<file path="src/rtl/serdisp_pkg.sv">
package serdisp_pkg;

   // Request kinds; the code values are part of the host interface.
   typedef enum logic [1:0] {
      OP_CMD      = 2'b00,
      OP_CMD_DATA = 2'b01,
      OP_BURST    = 2'b10,
      OP_NONE     = 2'b11
   } sd_op_e;

   typedef enum logic [1:0] {
      ST_IDLE,
      ST_SETUP,
      ST_LOW,
      ST_HIGH
   } sd_state_e;

endpackage

</file>
<file path="src/rtl/serdisp_phase_timer.sv">
module serdisp_phase_timer #(
   parameter int HALF_CYC = 4
) (
   input  logic clk,
   input  logic rst_n,
   input  logic restart,
   output logic done
);

   generate
      if (HALF_CYC < 1) begin : g_bad_half
         $error("serdisp_phase_timer: HALF_CYC must be at least 1");
      end

      if (HALF_CYC == 1) begin : g_direct
         // Every phase is one clock long: the phase ends on its first cycle.
         assign done = 1'b1;
      end else begin : g_count
         localparam int CW = $clog2(HALF_CYC);
         localparam logic [CW-1:0] LAST = CW'(HALF_CYC - 1);

         logic [CW-1:0] cnt_q;

         always_ff @(posedge clk or negedge rst_n) begin
            if (!rst_n) begin
               cnt_q <= '0;
            end else if (restart) begin
               cnt_q <= '0;
            end else if (cnt_q != LAST) begin
               cnt_q <= cnt_q + 1'b1;
            end
         end

         assign done = (cnt_q == LAST);

         // the phase count never runs past the configured length
         a_r6_count_bound: assert property (@(posedge clk) disable iff (!rst_n)
            cnt_q <= LAST);
      end
   endgenerate

endmodule

</file>
<file path="src/rtl/serdisp_byte_shift.sv">
module serdisp_byte_shift #(
   parameter int BYTE_W = 8
) (
   input  logic              clk,
   input  logic              rst_n,
   input  logic              load,
   input  logic [BYTE_W-1:0] load_val,
   input  logic              shift,
   output logic              msb,
   output logic              last_bit
);

   localparam int IW = (BYTE_W > 1) ? $clog2(BYTE_W) : 1;
   localparam logic [IW-1:0] TOP_IDX = IW'(BYTE_W - 1);

   logic [BYTE_W-1:0] sh_q;
   logic [IW-1:0]     idx_q;

   always_ff @(posedge clk or negedge rst_n) begin
      if (!rst_n) begin
         sh_q  <= '0;
         idx_q <= '0;
      end else if (load) begin
         sh_q  <= load_val;
         idx_q <= TOP_IDX;
      end else if (shift) begin
         sh_q  <= {sh_q[BYTE_W-2:0], 1'b0};
         idx_q <= idx_q - 1'b1;
      end
   end

   assign msb      = sh_q[BYTE_W-1];
   assign last_bit = (idx_q == '0);

   // a byte never shifts past its final bit
   a_r2_no_overshift: assert property (@(posedge clk) disable iff (!rst_n)
      (shift && !load) |-> !last_bit);

   // after a load the first bit on the line is the top bit of the value
   a_r2_msb_first: assert property (@(posedge clk) disable iff (!rst_n)
      load |=> (msb == $past(load_val[BYTE_W-1])));

endmodule

</file>
<file path="src/rtl/serdisp_writer.sv">
module serdisp_writer #(
   parameter int HALF_CYC = 4,
   parameter int BYTE_W   = 8
) (
   input  logic              clk,
   input  logic              rst_n,
   input  logic              req_valid,
   input  logic [1:0]        req_op,
   input  logic [BYTE_W-1:0] req_cmd,
   input  logic [BYTE_W-1:0] req_data,
   output logic              busy,
   input  logic              s_valid,
   input  logic [BYTE_W-1:0] s_data,
   input  logic              s_last,
   output logic              s_ready,
   output logic              dsp_cs_n,
   output logic              dsp_dc,
   output logic              dsp_sck,
   output logic              dsp_sd
);
   import serdisp_pkg::*;

   generate
      if (BYTE_W < 2) begin : g_bad_width
         $error("serdisp_writer: BYTE_W must be at least 2");
      end
      if (HALF_CYC < 1) begin : g_bad_half
         $error("serdisp_writer: HALF_CYC must be at least 1");
      end
   endgenerate

   sd_state_e         state_q, state_d;
   logic              dc_q, dc_d;
   logic              pend_q, pend_d;     // data byte still owed after the command
   logic              burst_q, burst_d;
   logic              last_q, last_d;     // current burst byte is the final one
   logic [BYTE_W-1:0] hold_q, hold_d;

   logic              restart;
   logic              phase_done;
   logic              sh_load, sh_shift;
   logic [BYTE_W-1:0] sh_val;
   logic              sh_msb, sh_last;
   logic              take;
   sd_op_e            op;

   assign op = sd_op_e'(req_op);

   serdisp_phase_timer #(.HALF_CYC(HALF_CYC)) u_timer (
      .clk     (clk),
      .rst_n   (rst_n),
      .restart (restart),
      .done    (phase_done)
   );

   serdisp_byte_shift #(.BYTE_W(BYTE_W)) u_shift (
      .clk      (clk),
      .rst_n    (rst_n),
      .load     (sh_load),
      .load_val (sh_val),
      .shift    (sh_shift),
      .msb      (sh_msb),
      .last_bit (sh_last)
   );

   always_comb begin
      state_d  = state_q;
      dc_d     = dc_q;
      pend_d   = pend_q;
      burst_d  = burst_q;
      last_d   = last_q;
      hold_d   = hold_q;
      restart  = 1'b0;
      sh_load  = 1'b0;
      sh_shift = 1'b0;
      sh_val   = req_cmd;
      take     = 1'b0;

      unique case (state_q)
         ST_IDLE: begin
            if (req_valid && op != OP_NONE) begin
               state_d = ST_SETUP;
               restart = 1'b1;
               burst_d = (op == OP_BURST);
               dc_d    = (op == OP_BURST);
               pend_d  = (op == OP_CMD_DATA);
               hold_d  = req_data;
               last_d  = 1'b1;
               if (op != OP_BURST) begin
                  sh_load = 1'b1;
                  sh_val  = req_cmd;
               end
            end
         end

         ST_SETUP: begin
            if (phase_done) begin
               if (!burst_q) begin
                  state_d = ST_LOW;
                  restart = 1'b1;
               end else if (s_valid) begin
                  take    = 1'b1;
                  sh_load = 1'b1;
                  sh_val  = s_data;
                  last_d  = s_last;
                  state_d = ST_LOW;
                  restart = 1'b1;
               end
            end
         end

         ST_LOW: begin
            if (phase_done) begin
               state_d = ST_HIGH;
               restart = 1'b1;
            end
         end

         ST_HIGH: begin
            if (phase_done) begin
               if (!sh_last) begin
                  sh_shift = 1'b1;
                  state_d  = ST_LOW;
                  restart  = 1'b1;
               end else if (pend_q) begin
                  sh_load = 1'b1;
                  sh_val  = hold_q;
                  dc_d    = 1'b1;
                  pend_d  = 1'b0;
                  state_d = ST_LOW;
                  restart = 1'b1;
               end else if (burst_q && !last_q) begin
                  if (s_valid) begin
                     take    = 1'b1;
                     sh_load = 1'b1;
                     sh_val  = s_data;
                     last_d  = s_last;
                     state_d = ST_LOW;
                     restart = 1'b1;
                  end
               end else begin
                  state_d = ST_IDLE;
                  restart = 1'b1;
               end
            end
         end

         default: begin
            state_d = ST_IDLE;
         end
      endcase
   end

   always_ff @(posedge clk or negedge rst_n) begin
      if (!rst_n) begin
         state_q <= ST_IDLE;
         dc_q    <= 1'b1;
         pend_q  <= 1'b0;
         burst_q <= 1'b0;
         last_q  <= 1'b1;
         hold_q  <= '0;
      end else begin
         state_q <= state_d;
         dc_q    <= dc_d;
         pend_q  <= pend_d;
         burst_q <= burst_d;
         last_q  <= last_d;
         hold_q  <= hold_d;
      end
   end

   assign busy     = (state_q != ST_IDLE);
   assign s_ready  = take;
   assign dsp_cs_n = (state_q == ST_IDLE);
   assign dsp_dc   = (state_q == ST_IDLE) ? 1'b1 : dc_q;
   assign dsp_sck  = (state_q == ST_IDLE) || (state_q == ST_HIGH);
   assign dsp_sd   = (state_q == ST_IDLE) || (state_q == ST_SETUP) ? 1'b1 : sh_msb;

   // ---------------- checks ----------------
   localparam int RW = $clog2(HALF_CYC + 1) + 1;
   localparam logic [RW-1:0] RUN_MAX = {RW{1'b1}};
   localparam logic [RW-1:0] RUN_MIN = RW'(HALF_CYC);

   logic          sck_prev_q;
   logic [RW-1:0] run_q;

   always_ff @(posedge clk or negedge rst_n) begin
      if (!rst_n) begin
         sck_prev_q <= 1'b1;
         run_q      <= '0;
      end else begin
         sck_prev_q <= dsp_sck;
         if (dsp_sck != sck_prev_q) begin
            run_q <= RW'(1);
         end else if (run_q != RUN_MAX) begin
            run_q <= run_q + 1'b1;
         end
      end
   end

   a_r1_idle_lines: assert property (@(posedge clk) disable iff (!rst_n)
      dsp_cs_n |-> (dsp_dc && dsp_sck && dsp_sd));

   a_r3_sd_held_high: assert property (@(posedge clk) disable iff (!rst_n)
      (!dsp_cs_n && !$past(dsp_cs_n) && dsp_sck && $past(dsp_sck)) |-> $stable(dsp_sd));

   a_r4_dc_held_high: assert property (@(posedge clk) disable iff (!rst_n)
      (!dsp_cs_n && !$past(dsp_cs_n) && dsp_sck && $past(dsp_sck)) |-> $stable(dsp_dc));

   a_r5_start_preset: assert property (@(posedge clk) disable iff (!rst_n)
      $fell(dsp_cs_n) |-> (!dsp_sck && dsp_sd));

   a_r6_phase_min: assert property (@(posedge clk) disable iff (!rst_n)
      ((dsp_sck != sck_prev_q) && !$past(dsp_cs_n)) |-> (run_q >= RUN_MIN));

   a_r8_ready_in_window: assert property (@(posedge clk) disable iff (!rst_n)
      s_ready |-> (s_valid && !dsp_cs_n && dsp_dc));

   a_r9_busy_window: assert property (@(posedge clk) disable iff (!rst_n)
      busy == !dsp_cs_n);

   a_r9_busy_cause: assert property (@(posedge clk) disable iff (!rst_n)
      $rose(busy) |-> $past(req_valid));

endmodule

</file>
<file path="config.mk">
export PLATFORM = sky130hd
export DESIGN_NAME = serdisp_writer
export DESIGN_NICKNAME = d
export VERILOG_FILES = /design/src/rtl/serdisp_pkg.sv /design/src/rtl/serdisp_phase_timer.sv /design/src/rtl/serdisp_byte_shift.sv /design/src/rtl/serdisp_writer.sv
export SDC_FILE = /design/constraint.sdc
export NUM_CORES = 1
export LEC_CHECK = 0
export BUFFER_PORTS_ARGS = -buffer_cell sky130_fd_sc_hd__buf_2
export CAP_MARGIN = 20
export CORE_MARGIN = 2
export CORE_UTILIZATION = 30
export DETAILED_ROUTE_END_ITERATION = 10
export GPL_TIMING_DRIVEN = 0
export PLACE_DENSITY = 0.61
export SLEW_MARGIN = 15
export SYNTH_ARGS = -nofsm -noshare
export SYNTH_HDL_FRONTEND = slang
export SYNTH_SLANG_ARGS = --single-unit
</file>
<file path="constraint.sdc">
create_clock -name clk -period 5.6 [get_ports clk]
set_clock_uncertainty 0.1 [all_clocks]
set_input_delay 0.28 -clock clk [delete_from_list [all_inputs] [get_ports clk]]
set_output_delay 0.28 -clock clk [all_outputs]
set_load 0.01 [all_outputs]
</file>
==> metrics.md <==
| Metric | Value |
|---|---|
| Final setup viols | 0 |
| Total Power | 0.971 mW |
| DR vias/cell | 5.02 |
| Post-synth top area share | 35.5% |
| #FFs+latches synth | 27 |
| Worst Hold Launch | req_data[6] |
| Layout area overhead | 18.7% |
| Synth Instances | 181 |
| Met1 GRT Util | between 10% and 20% |
| Nets | about 260 |
| Ys flop type | dfrtp_1 |
| H-tree depth | 1 |
| Total Routing Usage GR | 13.1% |
| Max Slew Vio Count | 0 |
| CTS root buffer | clkbuf_8 |
| Non-filler cells, final | 294 |
| Static leakage | 1.04 nW |
| Min Tclk post-route | 2680 ps |
| Power Dens Cells | 465 nW/um^2 |
| Num CTS Buffers | 3 |
| Placed insts | 288 |
| Hold slack | 126 ps |
| DRT Pass-1 Iters | 4 |
| YS warnings | 0 |
| Rel. slew slack | 39.6% |
| Post-DP HPWL | roughly 3000 um |
| Initial antenna violation count | 0 |
| Starting density of the core | 31.6% |
| Global routing usage on met2 | between 20% and 30% |
| CP Cell Sequence | ha_1 > buf_2 > and4bb_1 > a41oi_1 > inv_1 > buf_2 |
| Flop-to-flop setup slack | 3220 ps |
| Post-synth EDFFs | 0 |
| Bufs on Longest Clock Path | 2 |
| R2r worst-path depth | 6 |
| CP Class | register to primary output |
| Mapped Nets | ~220 |
| Die Wd | between 80 and 90 um |
| Largest net degree at the start of global routing | 28 |
| TNS Setup | 0 ps |
| Final ANT Viol Nets | 0 |
| Cell with the largest stage delay on the worst path | a41oi_1 |
| Post-synth top cells | inv_1, dfrtp_1, mux2i_1, nand3_1 |
| Row cnt | 27 |
| Avg WL per Cell | 13.6 um |
| Count leader, synth | inv_1 |
| GR Util met3 | 1.24% |
| WP data arrival | 2300 ps |
| Max Fanout on Critical Path | 9 |
| Synth unique cells | 46 |
| HP Class | primary input to register |
| First-pass GRT wire length | between 6000 and 7000 um |
| Synth top area cells | dfrtp_1, mux2i_1, inv_1 |
| Status | complete, no violations |
| Max-cap violation count | 0 |
| Syn Area/Cell | 9.73 um^2 |
| Setup bufs post-CTS | 0 |
| Most used cell, CP | buf_2 |
| Max Clock Freq | 373 MHz |
| WHS Path Cells | 2 |
| Worst R2R End | u_shift.sh_q[4] |
| Slowest stage delay, CP | ~760 ps |
| Initial drt markers | 62 |
| Worst-path clk slew | ~100 ps |
| CP startpoint kind | register |
| Synth area leader | dfrtp_1 |
| RSZ-0062 raised after global routing | false |
| Core box area | 5570 um^2 |
| GRT busiest layer | met2 |
| Seq/Total Area, Yosys | 38.5% |
| Clk sinks | 27 |
| Worst setup EP type | primary output |
| Required @ worst endpoint | 5220 ps |
| Vias in the first global route | about 1.4k |
| Vias | 1476 |
| CTS tree | done |
| Peak VDD IR | around 0.23 mV |
| Post-CTS sizing | 0 |
| Hold Violations, Final | 0 |
| Share of layout cells above drive strength 1 | 25.7% |
| Routed Wire Length | approximately 4000 um |
| Final Cycle Share | 47.8% |
| Hold path endpoint | hold_q[6] |
| Async SR Flop Fraction | 100% |
| Inserted Diodes | 0 |
| Port Buf Inserts | 35 |
| Full die area | 6500 um^2 |
| Synthesized area | 1760 um^2 |
| IO Pins | 37 |
| Remaining DRCs | 0 |
| GRT overflow | 0 |
| Reg2reg start | state_q[0] |
| Least-Margin Pin Slew | 894 ps |
| Height of the chip | 80.6 um |
| Skew-Pair Late Insertion Delay | 280 ps |
| Gp weighted congestion | 0.833 |
-- sequential cells by signal (all words and copies together), names as in the netlist --
signal,count
hold_q,8
u_shift.sh_q,8
u_shift.idx_q,3
state_q,2
u_timer.g_count.cnt_q,2
burst_q,1
dc_q,1
last_q,1
pend_q,1
-- power breakdown --
| group | internal (mW) | switching [mW] |
|---|---|---|
| clock | 0.0506 | 0.0646 |
| sequential | 0.294 | 0.0612 |
| combinational | 0.233 | 0.268 |
-- cell usage in the layout (no fill, tap or decap), types with 4 or more instances in the layout --
cell / count
ha_1: 7
inv_1: 29
mux2i_1: 17
nand3_1: 10
nor2_1: 6
nand2_1: 6
nand2b_1: 6
buf_2: 40
dfrtp_1: 25
a21oi_1: 6
clkbuf_1: 4
o221a_1: 8
mux2_2: 8
-- timing repair --
action	in CTS	in global routing
hold buffers	1	0
hold endpoints to repair	25	0
endpoints found under the setup margin	0	0
-- routing by layer --
layer / wire length (um) / vias up / share of wire (%)
li1: - / 733 / -
met1: 1890 / 714 / 48
met2: 1940 / 23 / 49
met3: 82 / 6 / 2.1
met4: 64 / 0 / 1.6
met5: 0 / - / 0
-- critical path: cells and delay by family (launching register included) --
family	cells	cell delay (ps)
AO/OA/AOI/OAI	1	760
flip-flops	1	420
buffers and inverters	3	400
AND/OR/NAND/NOR	1	240
adder cells (fa/ha/maj)	1	200
-- cell families after synthesis --
| kind of cell | share of synthesized area [%] |
|---|---|
| buf+inv | 8.88 |
| simple gates | 15.1 |
| flops | 38.5 |
| xor+xnor | 1.49 |
| fa+ha+maj | 4.97 |
| mux | 14.8 |
| compound gates | 16.3 |
-- per-stage QoR --
step | util [%] | cell area (um^2) | setup slack, ps
detailed placement | 36.3 | 2030 | 3050
global route | 37.5 | 2090 | 2730
CTS | 37.4 | 2080 | 2890
floorplan | - | 1760 | 3550
global placement | 36.3 | 2030 | 3090
finish | 37.5 | 2090 | 2920
-- area by class of cell --
class,instances,area (um^2)
Inverter,29,109
Multi-Input combinational cell,115,926
Timing Repair Buffer,37,190
Tap cell,72,90.1
Sequential cell,27,678
Buffer,10,47.5
Clock buffer,3,41.3
Clock inverter,1,7.51
Fill cell,585,3480
-- worst max path at each step --
stage | start | to | slack [ps]
final | state_q[0] | s_ready | 2920
after global routing | state_q[0] | s_ready | 2730
after CTS | state_q[0] | s_ready | 2890
after detailed placement | u_shift.idx_q[0] | u_shift.sh_q[4] | 3050
after global placement | state_q[1] | u_shift.sh_q[1] | 3090
after floorplan | state_q[0] | u_shift.sh_q[1] | 3550
Note: power is estimated with default switching activity, not from simulation.
